**config.mk**
```make
export PLATFORM = sky130hd
export DESIGN_NAME = core_wdog
export DESIGN_NICKNAME = d
export VERILOG_FILES = /design/src/rtl/core_wdog_pkg.sv /design/src/rtl/core_wdog_dp.sv /design/src/rtl/core_wdog_ctrl.sv /design/src/rtl/core_wdog.sv
export SDC_FILE = /design/constraint.sdc
export NUM_CORES = 1
export LEC_CHECK = 0
export ABC_AREA = 1
export CORE_MARGIN = 3
export CORE_UTILIZATION = 53
export CTS_CLUSTER_SIZE = 10
export DETAILED_ROUTE_END_ITERATION = 10
export PLACE_DENSITY = 0.75
export SETUP_SLACK_MARGIN = 0.5
export SLEW_MARGIN = 20
export SYNTH_ARGS = -nofsm -noshare
export SYNTH_HDL_FRONTEND = slang
export SYNTH_SLANG_ARGS = --single-unit
```
**constraint.sdc**
```tcl
create_clock -name clk -period 2.5 [get_ports clk]
set_clock_uncertainty 0.15 [all_clocks]
set_input_delay 0.5 -clock clk [delete_from_list [all_inputs] [get_ports clk]]
set_output_delay 0.5 -clock clk [all_outputs]
set_load 0.01 [all_outputs]
```
**src/rtl/core_wdog_pkg.sv**
```systemverilog
`timescale 1ns/1ps
package core_wdog_pkg;
  localparam int REG_W = 8;
  localparam int SEL_W = 3;

  localparam logic ADDR_CTRL = 1'b0;
  localparam logic ADDR_SVC  = 1'b1;

  localparam logic [REG_W-1:0] KEY_ARM  = 8'h55;
  localparam logic [REG_W-1:0] KEY_FIRE = 8'hAA;

  localparam int BIT_EN   = 7;
  localparam int BIT_RSVD = 6;
  localparam int BIT_SELH = 5;
  localparam int BIT_SELL = 3;
  localparam int BIT_XAEN = 2;
  localparam int BIT_XAF  = 1;
  localparam int BIT_IRQF = 0;

  // control -> datapath strobes
  typedef struct packed {
    logic             run;
    logic             reload;
    logic [SEL_W-1:0] sel;
  } wdStrobe_t;

  // exponent of the timeout period for a select code
  function automatic int unsigned periodExp(input logic [SEL_W-1:0] code);
    if (code[2]) return 32'd19 + 32'd4 * 32'(code[1:0]);
    else         return 32'd9  + 32'd2 * 32'(code[1:0]);
  endfunction
endpackage

```
**src/rtl/core_wdog_dp.sv**
```systemverilog
`timescale 1ns/1ps
module core_wdog_dp
  import core_wdog_pkg::*;
#(
  parameter int CNT_W = 32
) (
  input  logic      clk,
  input  logic      rstN,
  input  wdStrobe_t stb,
  output logic      timeoutStb
);
  localparam int EXT_W = CNT_W + 1;

  logic [CNT_W-1:0] cnt;
  logic [EXT_W-1:0] cntNext;
  logic [EXT_W-1:0] limit;

  always_comb begin
    limit      = EXT_W'(1) << periodExp(stb.sel);
    cntNext    = {1'b0, cnt} + EXT_W'(1);
    timeoutStb = stb.run && !stb.reload && (cntNext >= limit);
  end

  always_ff @(posedge clk) begin
    if (!rstN) begin
      cnt <= '0;
    end else if (!stb.run || stb.reload || timeoutStb) begin
      cnt <= '0;
    end else begin
      cnt <= cntNext[CNT_W-1:0];
    end
  end

  AST_IDLE_CNT_ZERO: assert property (@(posedge clk) disable iff (!rstN)
    !stb.run |=> (cnt == '0));
  AST_RELOAD_ZERO: assert property (@(posedge clk) disable iff (!rstN)
    stb.reload |=> (cnt == '0));
  AST_TIMEOUT_RESTART: assert property (@(posedge clk) disable iff (!rstN)
    timeoutStb |=> (cnt == '0));
endmodule

```
**src/rtl/core_wdog_ctrl.sv**
```systemverilog
`timescale 1ns/1ps
module core_wdog_ctrl
  import core_wdog_pkg::*;
(
  input  logic             clk,
  input  logic             rstN,
  input  logic             regWr,
  input  logic             regAddr,
  input  logic [REG_W-1:0] regWdata,
  input  logic             timeoutStb,
  output wdStrobe_t        stb,
  output logic [REG_W-1:0] ctrlView,
  output logic             irqReq,
  output logic             xferAck
);
  logic             en;
  logic             xaEn;
  logic             xaFlag;
  logic             irqFlag;
  logic             armed;
  logic [SEL_W-1:0] sel;

  logic wrCtrl, wrSvc, keyArm, keyFire, svcDone, xaEvent;

  always_comb begin
    wrCtrl  = regWr && (regAddr == ADDR_CTRL);
    wrSvc   = regWr && (regAddr == ADDR_SVC);
    keyArm  = wrSvc && (regWdata == KEY_ARM);
    keyFire = wrSvc && (regWdata == KEY_FIRE);
    svcDone = en && armed && keyFire;
    xaEvent = timeoutStb && irqFlag && xaEn;
  end

  always_ff @(posedge clk) begin
    if (!rstN) begin
      en      <= 1'b0;
      sel     <= '0;
      xaEn    <= 1'b0;
      xaFlag  <= 1'b0;
      irqFlag <= 1'b0;
      armed   <= 1'b0;
      xferAck <= 1'b0;
    end else begin
      if (wrCtrl) begin
        en   <= regWdata[BIT_EN];
        sel  <= regWdata[BIT_SELH:BIT_SELL];
        xaEn <= regWdata[BIT_XAEN];
      end
      // a new timeout wins over a same-edge clear
      if (timeoutStb)                         irqFlag <= 1'b1;
      else if (wrCtrl && regWdata[BIT_IRQF])  irqFlag <= 1'b0;

      if (xaEvent)                            xaFlag <= 1'b1;
      else if (wrCtrl && regWdata[BIT_XAF])   xaFlag <= 1'b0;

      if (!en)                                armed <= 1'b0;
      else if (keyArm)                        armed <= 1'b1;
      else if (keyFire)                       armed <= 1'b0;

      xferAck <= xaEvent;
    end
  end

  always_comb begin
    stb.run    = en;
    stb.reload = svcDone;
    stb.sel    = sel;
    ctrlView   = {en, 1'b0, sel, xaEn, xaFlag, irqFlag};
    irqReq     = irqFlag;
  end

  AST_XA_SINGLE: assert property (@(posedge clk) disable iff (!rstN)
    xferAck |=> !xferAck);
  AST_XA_AFTER_IRQ: assert property (@(posedge clk) disable iff (!rstN)
    xferAck |-> $past(irqFlag));
  AST_XA_GATED: assert property (@(posedge clk) disable iff (!rstN)
    xferAck |-> $past(xaEn));
  AST_IRQ_FROM_TIMEOUT: assert property (@(posedge clk) disable iff (!rstN)
    $rose(irqFlag) |-> $past(timeoutStb));
  AST_DISARM_WHEN_OFF: assert property (@(posedge clk) disable iff (!rstN)
    !en |=> !armed);
  AST_RSVD_IGNORED: assert property (@(posedge clk) disable iff (!rstN)
    (wrCtrl && regWdata[BIT_RSVD]) |=> (ctrlView[BIT_RSVD] == 1'b0));
endmodule

```
**src/rtl/core_wdog.sv**
```systemverilog
`timescale 1ns/1ps
module core_wdog
  import core_wdog_pkg::*;
#(
  parameter int CNT_W = 32
) (
  input  logic             clk,
  input  logic             rstN,
  input  logic             regWr,
  input  logic             regAddr,
  input  logic [REG_W-1:0] regWdata,
  output logic [REG_W-1:0] rdData,
  output logic             irqReq,
  output logic             xferAck
);
  wdStrobe_t        stb;
  logic             timeoutStb;
  logic [REG_W-1:0] ctrlView;

  core_wdog_ctrl ctrl_i (
    .clk        (clk),
    .rstN       (rstN),
    .regWr      (regWr),
    .regAddr    (regAddr),
    .regWdata   (regWdata),
    .timeoutStb (timeoutStb),
    .stb        (stb),
    .ctrlView   (ctrlView),
    .irqReq     (irqReq),
    .xferAck    (xferAck)
  );

  core_wdog_dp #(.CNT_W(CNT_W)) dp_i (
    .clk        (clk),
    .rstN       (rstN),
    .stb        (stb),
    .timeoutStb (timeoutStb)
  );

  assign rdData = (regAddr == ADDR_SVC) ? '0 : ctrlView;
endmodule

```
**Word-level counts from Yosys, hierarchy flattened**

Index checks and enable logic that the tools add are counted.

- Input port bits: 12
- Register bits: 41

- Reduce and logical (&&, ||, !) cells: 21
- Equality and inequality tests: 2
- $add $sub $neg: 3
- Shifts and indexed selects: 1
- Order comparisons: 1
- Mux-type cells: 8
- Bitwise gates (word level): 2

Operator list:

| kind | number |
|---|---|
| 32-bit by 1-bit adder with 33-bit output, second input constant | 1 |
| 33-bit >= comparator | 1 |
| 1-bit by 32-bit left shift with 33-bit output, first input constant | 1 |
| 32-bit two-way mux | 1 |
| 1-bit logical AND | 12 |
| 8-bit by 7-bit == test with 1-bit output, second input constant | 1 |
| 8-bit == test, second input constant | 1 |
| 8-bit two-way mux | 1 |
| 5-bit by 4-bit adder with 6-bit output, first input constant | 1 |
| 1-bit two-way mux | 6 |
| 2-bit nonzero test | 3 |
| 4-bit by 3-bit adder with 5-bit output, first input constant | 1 |
| 1-bit zero test | 2 |
| 1-bit logical OR | 2 |
| 1-bit NOT | 2 |
| 2-bit AND reduction | 1 |
| 2-bit OR reduction | 1 |

**Longest topological paths before layout**

Gate-level depths: netlist (run 1).

- Depth after elaboration: 9
- Mapped depth: 19
- Depth with buffers taken out: 19

**Modules after synthesis**

Synthesis (run 1) repeated with hierarchy kept, for this count alone.

- Cell total of the unflattened synthesis: 477
- Area total of the unflattened synthesis: 3069.2 sq um

Modules (own cells, without submodules):

| module | area an instance (sq um) | times used | cells each |
|---|---|---|---|
| core_wdog_dp | 2523.7 | 1 | 393 |
| core_wdog_ctrl | 474.2 | 1 | 67 |
| core_wdog | 71.3 | 1 | 17 |

**Worst setup path after synthesis (run 1)**

OpenSTA, ideal clock, no wires.

- Kind: register -> register
- Start: register dp_i.cnt[5]
- End: register dp_i.cnt[13]
- Stages on the path, launching flop included: 17
- Slack: -0.027 ns
- Data arrival time: 2.258 ns
- Cell sequence: dfxtp_1 -> inv_1 -> nor3_1 -> nand2_1 -> nor3_1 -> nand3_1 -> nor2_1 -> xor2_1 -> ha_1 -> nand3_1 -> nor2_2 -> nand2_1 -> nor2_1 -> nand2_1 -> nand4_4 -> buf_6 -> nor2_2

- Word-level cells in the longest chain between the ends: 5

RTL lines:

| what | line | text |
|---|---|---|
| start, declared | core_wdog_dp.sv:14 | `logic [CNT_W-1:0] cnt;` |
| start signal, assigned | core_wdog_dp.sv:30 | `cnt <= cntNext[CNT_W-1:0];` |
| 32-bit by 1-bit adder with 33-bit output | core_wdog_dp.sv:20 | `cntNext = {1'b0, cnt} + EXT_W'(1);` |
| via dp_i.cntNext[21] | core_wdog_dp.sv:15 | `logic [EXT_W-1:0] cntNext;` |
| 33-bit >= comparator | core_wdog_dp.sv:21 | `timeoutStb = stb.run && !stb.reload && (cntNext >= limit);` |
| 1-bit logical AND | core_wdog_dp.sv:21 |  |
| 1-bit logical OR | core_wdog_dp.sv:27 | `end else if (!stb.run \|\| stb.reload \|\| timeoutStb) begin` |
| 2-bit OR reduction (no source line) | - |  |

The timed path passes the listed nets, and every way through them passes these cells.
A chain may end at the register's enable or synchronous reset.

**Worst setup path in the final report (run 1)**

- Start: register dp_i.cnt[24]
- End: register dp_i.cnt[24]

Same word-level chain as after synthesis.

==> flow_summary.ini, run 1 <==
[worst_setup_path]
crit_path_start_kind = register
end_kind = register
path_class = reg -> reg
cp_max_fo = 6
worst_ep_required_time_ns = 2.55
worstPathArrival_ns = 3.10

[synth]
netlist_area_um2 = 2960
synth.distinct_cells = 29
synth_top_area_cell = dfxtp_1
ys_ff_latch = 41
yosys-top-cells-area = dfxtp_1 28%, nand2_1 14%, inv_1 11%, nor2_1 9.0%, ha_1 7.2%
yosys_warnings = 0
syn_area_per_cell_um2 = 6.27
synth_top_area_share = 0.277
syn-instance-count = 473
ys_seq_area_frac = 0.277

[status]
violations = negative setup slack
status = finished with violations

[die]
start_util = 0.562
die_h_um = 80.8
die_area_um2 = 6530
die_w_um = 80.8
core-area_um2 = 5270
row_count = 26
ios = 22

[sta]
setup_slack_ns = -0.550
post-route-period-util = 1.22
drv_slew = 0
period_needed_ns = 3.05
setup_tns_ns = -18.47
rsz0062_at_grt = true
finalHoldWorstSlack_ns = 0.315
max_freq_mhz = 328
final-hold-violation-count = 0
setup_viol = 35

[grt]
grt_max_degree = 14
antenna_found_initial = 0
track_usage = 0.292
grt-ovfl-total = 0
grt_pass1_wl_um = 14700
grt_pass1_vias = 3316

[detailed_routing]
drt_iter0_drc = 244
dr.pass1.iters = 5
viasPerCell = 5.30
wirelength_um = 9480
routedWlPerCell_um = 14.4
vias = 3500
drc = 0
ant_nets = 0

[power]
total_power_w = 0.00130
ir_worst_vdd_uv = 341
power.density_nw_per_um2 = 300
p_leak_nw = 1.96

[place]
gp_congestion = 0.964
port_buffers = 20
dpl.hpwl_um = 6710
postPlaceCellArea_um2 = 3880

[cts]
clk_pin_slew_ns = 0.08
clock_path_buffers = 2
cts_root_buf = clkbuf_8
cts_sinks = 41
numCtsBuffers = 5
cts_max_level = 2
clock_latency_ns = 0.30
postCtsHoldBufs = 0
cts_tree = yes

[cells_and_area]
fin_area_um2 = 4330
area_growth_pct = 46.2
num_antenna_cells = 0
layout_common_cells = 102 x nand2_1, 81 x buf_4, 80 x inv_1
final_common_cell = nand2_1
drive_gt1_frac = 0.317
final_nets = 618

[hold_path]
hold_path_class = reg -> reg

[run]
max_cap_violations = 0
## repair_timing
action,CTS,global route
buffers inserted,6,1
pin swaps,3,7
endpoints found under the setup margin,42,35
gates resized for setup,43,22
gates cloned,2,1
endpoints found under the hold margin,0,0
## per-stage QoR
step | util | worst slack (ns) | std cells
global placement | 0.737 | -0.404 | 642
global route | 0.822 | -0.715 | 660
floorplan | - | 0.0453 | 479
CTS | 0.799 | -0.362 | 658
finish | 0.822 | -0.550 | 660
detailed placement | 0.737 | -0.483 | 642
## critical path: stages (launching register included)
cell and delay (ns):
dfxtp_2 0.34, inv_2 0.06, nor4_2 0.23, inv_1 0.11, buf_6 0.13, nor4_4 0.14
nand4_1 0.22, xor2_2 0.22, ha_1 0.34, nand2_1 0.08, nor2_2 0.16, nand2_2 0.11
nor2_4 0.12, nand2_2 0.09, nand4_4 0.12, buf_12 0.13, clkbuf_16 0.16, nor2_1 0.04
## per-layer routing
| layer | share of wire | up-vias | wire length [um] | GRT usage |
|---|---|---|---|---|
| met5 | 0 | - | 0 | 0 |
| met4 | 0.042 | 0 | 401 | 0.132 |
| met3 | 0.070 | 43 | 665 | 0.0532 |
| met2 | 0.49 | 163 | 4690 | 0.528 |
| met1 | 0.39 | 1610 | 3720 | 0.333 |
| li1 | - | 1684 | - | - |
## flip-flops by register name (all words and copies together) (netlist names)
| name | flops |
|---|---|
| ctrl_i.irqReq | 1 |
| ctrl_i.armed | 1 |
| ctrl_i.sel | 3 |
| ctrl_i.xaFlag | 1 |
| ctrl_i.xferAck | 1 |
| dp_i.cnt | 32 |
| ctrl_i.en | 1 |
| ctrl_i.xaEn | 1 |
## cell usage after synthesis
master and n:
a21oi_1 11, a21oi_4 1, and2_1 1, buf_4 1
buf_6 3, clkbuf_1 3, conb_1 2, dfxtp_1 41
ha_1 17, inv_1 87, nand2_1 111, nand2_2 2
nand2_4 1, nand3_1 39, nand3b_1 4, nand4_1 8
nand4_4 1, nor2_1 71, nor2_2 26, nor2_4 2
nor3_1 7, nor4_1 9, o211ai_1 1, o21a_1 1
o21ai_0 6, o21ai_1 2, o21ai_2 1, xnor2_1 4
xor2_1 10
## logic make-up after synthesis
kind of cell / count (synthesis) / share of synthesized area
and+or+nand+nor: 282 / 0.434
buffers and inverters: 94 / 0.128
DFF: 41 / 0.277
AOI/OAI and AO/OA: 23 / 0.0456
adders and majority gates: 17 / 0.0718
xor gates and xnor gates: 14 / 0.0414
other: 2 / 0.00253
## power by group
| group | leakage (nW) | total [W] | switching, W | internal (W) |
|---|---|---|---|---|
| logic | 1.57 | 0.000141 | 0.0000765 | 0.0000646 |
| registers | 0.335 | 0.000664 | 0.00000574 | 0.000658 |
| clock network | 0.0542 | 0.000495 | 0.000246 | 0.000250 |
| total | 1.96 | 0.00130 | 0.000328 | 0.000973 |
## final cells by class
cell class	count	area [um^2]
Timing Repair Buffer	110	973
Tap cell	70	87.6
Inverter	87	327
Sequential cell	41	830
Multi-Input combinational cell	344	2020
Fill cell	346	936
Clock inverter	1	5.00
Clock buffer	7	96.3
## final timing paths
check | start | endpoint | slack, ns | cells past startpoint
min | ctrl_i.en$_SDFFE_PN0P_ | ctrl_i.armed$_SDFFE_PN0P_ | 0.31 | 2
min reg2reg | ctrl_i.en$_SDFFE_PN0P_ | ctrl_i.armed$_SDFFE_PN0P_ | 0.31 | 2
max | dp_i.cnt[24]$_SDFF_PP0_ | dp_i.cnt[24]$_SDFF_PP0_ | -0.55 | 17
max reg2reg | dp_i.cnt[24]$_SDFF_PP0_ | dp_i.cnt[24]$_SDFF_PP0_ | -0.55 | 17
Note: power is estimated with default switching activity, not from simulation.
==> run 2: changes to the inputs <==
CAP_MARGIN = 0   (was not set)
HOLD_SLACK_MARGIN = 0.05   (was not set)
SLEW_MARGIN = 10   (was 20)
==> results of run 2 <==
Same layout as run 1: the final DEF is identical, and so are final timing and power.
==> run 3: changes to the inputs <==
ABC_AREA = 0   (was 1)
CORE_MARGIN = 2   (was 3)
CORE_UTILIZATION = 52   (was 53)
==> flow_summary.ini, run 3 <==
[place]
gp_congestion = 0.909
post-place-ws_ns = -1.01
port_buffers = 20
dpl.hpwl_um = 5830

[synth]
ys_seq_area_frac = 0.314
synth.most_common_cell = dfxtp_1
synth.distinct_cells = 44
syn-instance-count = 314
synth_ff_type = dfxtp_1
ys_ff_latch = 41
synth_top_area_share = 0.314
syn_area_per_cell_um2 = 8.34
ys_top_cells_by_count = 41 x dfxtp_1, 32 x nor2b_1, 28 x nand2_1
yosys-top-cells-area = dfxtp_1 31%, ha_1 8.1%, nor2b_1 7.6%, xnor2_1 6.0%, nand2_1 4.0%
netlist_area_um2 = 2620
synth_edf_count = 0
synthArstFlopShare = 0
synth_top_area_cell = dfxtp_1
yosys_warnings = 0

[sta]
final-hold-violation-count = 0
drv_slew = 0
setup_slack_ns = -0.950
slew_headroom = 0.646
worst_pin_slew_ns = 0.527
post-route-period-util = 1.38
period_needed_ns = 3.45
rsz0062_at_grt = true
max_freq_mhz = 290
setup_viol = 35

[cells_and_area]
multi_input_area_um2 = 1880
area_growth_pct = 51.0
layout_common_cells = 106 x buf_4, 31 x nor2b_1, 29 x dfxtp_1
drive_gt1_frac = 0.349
top_register = dp_i.cnt
largest_reg_flops = 32
fin_util = 0.826
fill_cells = 303
final_nets = 473
num_antenna_cells = 0
reg_top3 = dp_i.cnt x32, ctrl_i.sel x3
seq_area_um2 = 836
final_common_cell = buf_4

[grt]
track_usage = 0.292
antenna_found_initial = 0
grt_pass1_wl_um = 12500
grt_max_degree = 24
grt-ovfl-total = 0
grt_pass1_vias = 2832

[detailed_routing]
highest_layer = met4
viasPerCell = 5.57
drt_iter0_drc = 175
wl_met1_um = 3410
dr.pass1.iters = 4
wirelength_um = 7750
ant_nets = 0
drc = 0
met2_length_um = 3780
vias = 2848
wl_met3_um = 409
routedWlPerCell_um = 15.2

[cts]
numCtsBuffers = 5
cts_sinks = 41
cts_root_buf = clkbuf_8
clock_path_buffers = 2
clock_latency_ns = 0.30
cts_tree = yes
cts_max_level = 2
clk_pin_slew_ns = 0.08

[worst_setup_path]
cp_max_fo = 23
path_class = reg -> reg
path_cells = nand4_1 > nor3_4 > nand4_1 > xnor2_2 > ha_2 > a211o_1 > a31oi_2 > nand4_1 > or4_4 > a211o_1 > buf_12 > o21ba_1
crit_slowest_cell = or4_4
cp_slowest_stage_delay_ns = 0.45
worst_ep_required_time_ns = 2.59
end_kind = register
path_common_cell = nand4_1
worstPathArrival_ns = 3.54
crit_path_start_kind = register

[power]
power.density_nw_per_um2 = 326
ir_worst_vdd_uv = 297
p_leak_nw = 1.81

[die]
die_w_um = 75.0
core-area_um2 = 4790
row_count = 25
die_h_um = 75.0
start_util = 0.547
ios = 22
die_area_um2 = 5620

[run]
max_cap_violations = 0

[hold_path]
hold_path_class = reg -> reg

[status]
violations = negative setup slack
status = finished with violations
## run 3: changes by cell type after synthesis, moves of 5 or more
cell / change
nor2_1: -49
mux2i_1: +8
xnor2_1: +14
nor2b_1: +32
nand2_1: -83
nor2_2: -26
a21oi_1: -6
nand3_1: -20
nor3_1: +5
inv_1: -81
and4_1: +5
and3_1: +7
## run 3: area by class of cell
type | instances | area share
Multi-Input combinational cell | 261 | 0.476
Timing Repair Buffer | 129 | 0.259
Sequential cell | 41 | 0.211
Tap cell | 67 | 0.0212
Clock buffer | 5 | 0.0174
Clock inverter | 2 | 0.00886
Inverter | 6 | 0.00570
## run 3: critical path, delay by kind of cell (launching register included)
family	cells	cell delay, ns
adder cells (fa/ha/maj)	1	0.19
flip-flops	1	0.36
AND/OR/NAND/NOR	5	1.33
XOR/XNOR	1	0.18
AO/OA/AOI/OAI	4	1.01
buffers and inverters	1	0.18
## run 3: report_power, final
| part | internal, W | switching (W) | leakage, nW |
|---|---|---|---|
| Clock | 0.000290 | 0.000231 | 0.0540 |
| Combinational | 0.0000603 | 0.0000482 | 1.42 |
| Sequential | 0.000657 | 0.00000413 | 0.337 |
## run 3: worst paths after layout
kind | start | to | slack, ns | depth (start not counted)
hold / removal | ctrl_i.armed$_SDFFE_PN0P_ | ctrl_i.armed$_SDFFE_PN0P_ | 0.33 | 2
setup / recovery | dp_i.cnt[8]$_SDFF_PP0_ | dp_i.cnt[6]$_SDFF_PP0_ | -0.95 | 12
setup reg to reg | dp_i.cnt[8]$_SDFF_PP0_ | dp_i.cnt[6]$_SDFF_PP0_ | -0.95 | 12
hold reg to reg | ctrl_i.armed$_SDFFE_PN0P_ | ctrl_i.armed$_SDFFE_PN0P_ | 0.33 | 2
## run 3: stage by stage
stage	instances	hold slack (ns)	power, W	area (um^2)	TNS (ns)
CTS	507	0.332	0.00129	3890	-28.72
detailed placement	496	0.322	0.000781	3680	-31.95
global route	511	0.368	0.00133	3950	-35.17
floorplan	320	0.285	0.000723	2700	-18.92
finish	511	0.334	0.00129	3950	-30.07
global placement	496	0.309	0.000778	3680	-28.78
## run 3: kinds of logic after synthesis
group | synth area share
adders and majority gates | 0.0813
buffers and inverters | 0.0292
DFF | 0.314
and+or+nand+nor | 0.352
xor gates and xnor gates | 0.0970
AOI/OAI and AO/OA | 0.0932
other | 0.00287
muxes | 0.0306
## run 3: repair_timing
| action | in CTS | in global routing |
|---|---|---|
| setup buffers | 4 | 4 |
| endpoints found under the hold margin | 0 | 0 |
| pin swaps | 5 | 9 |
| hold buffers | 0 | 0 |
| endpoints found under the setup margin | 42 | 35 |
| cloned | 0 | 0 |
| resized for setup | 34 | 9 |
## run 3: routing by layer
layer,GRT usage,vias to the layer above
met5,0,-
met4,0.103,0
met3,0.0576,19
met2,0.497,81
met1,0.368,1370
li1,-,1378
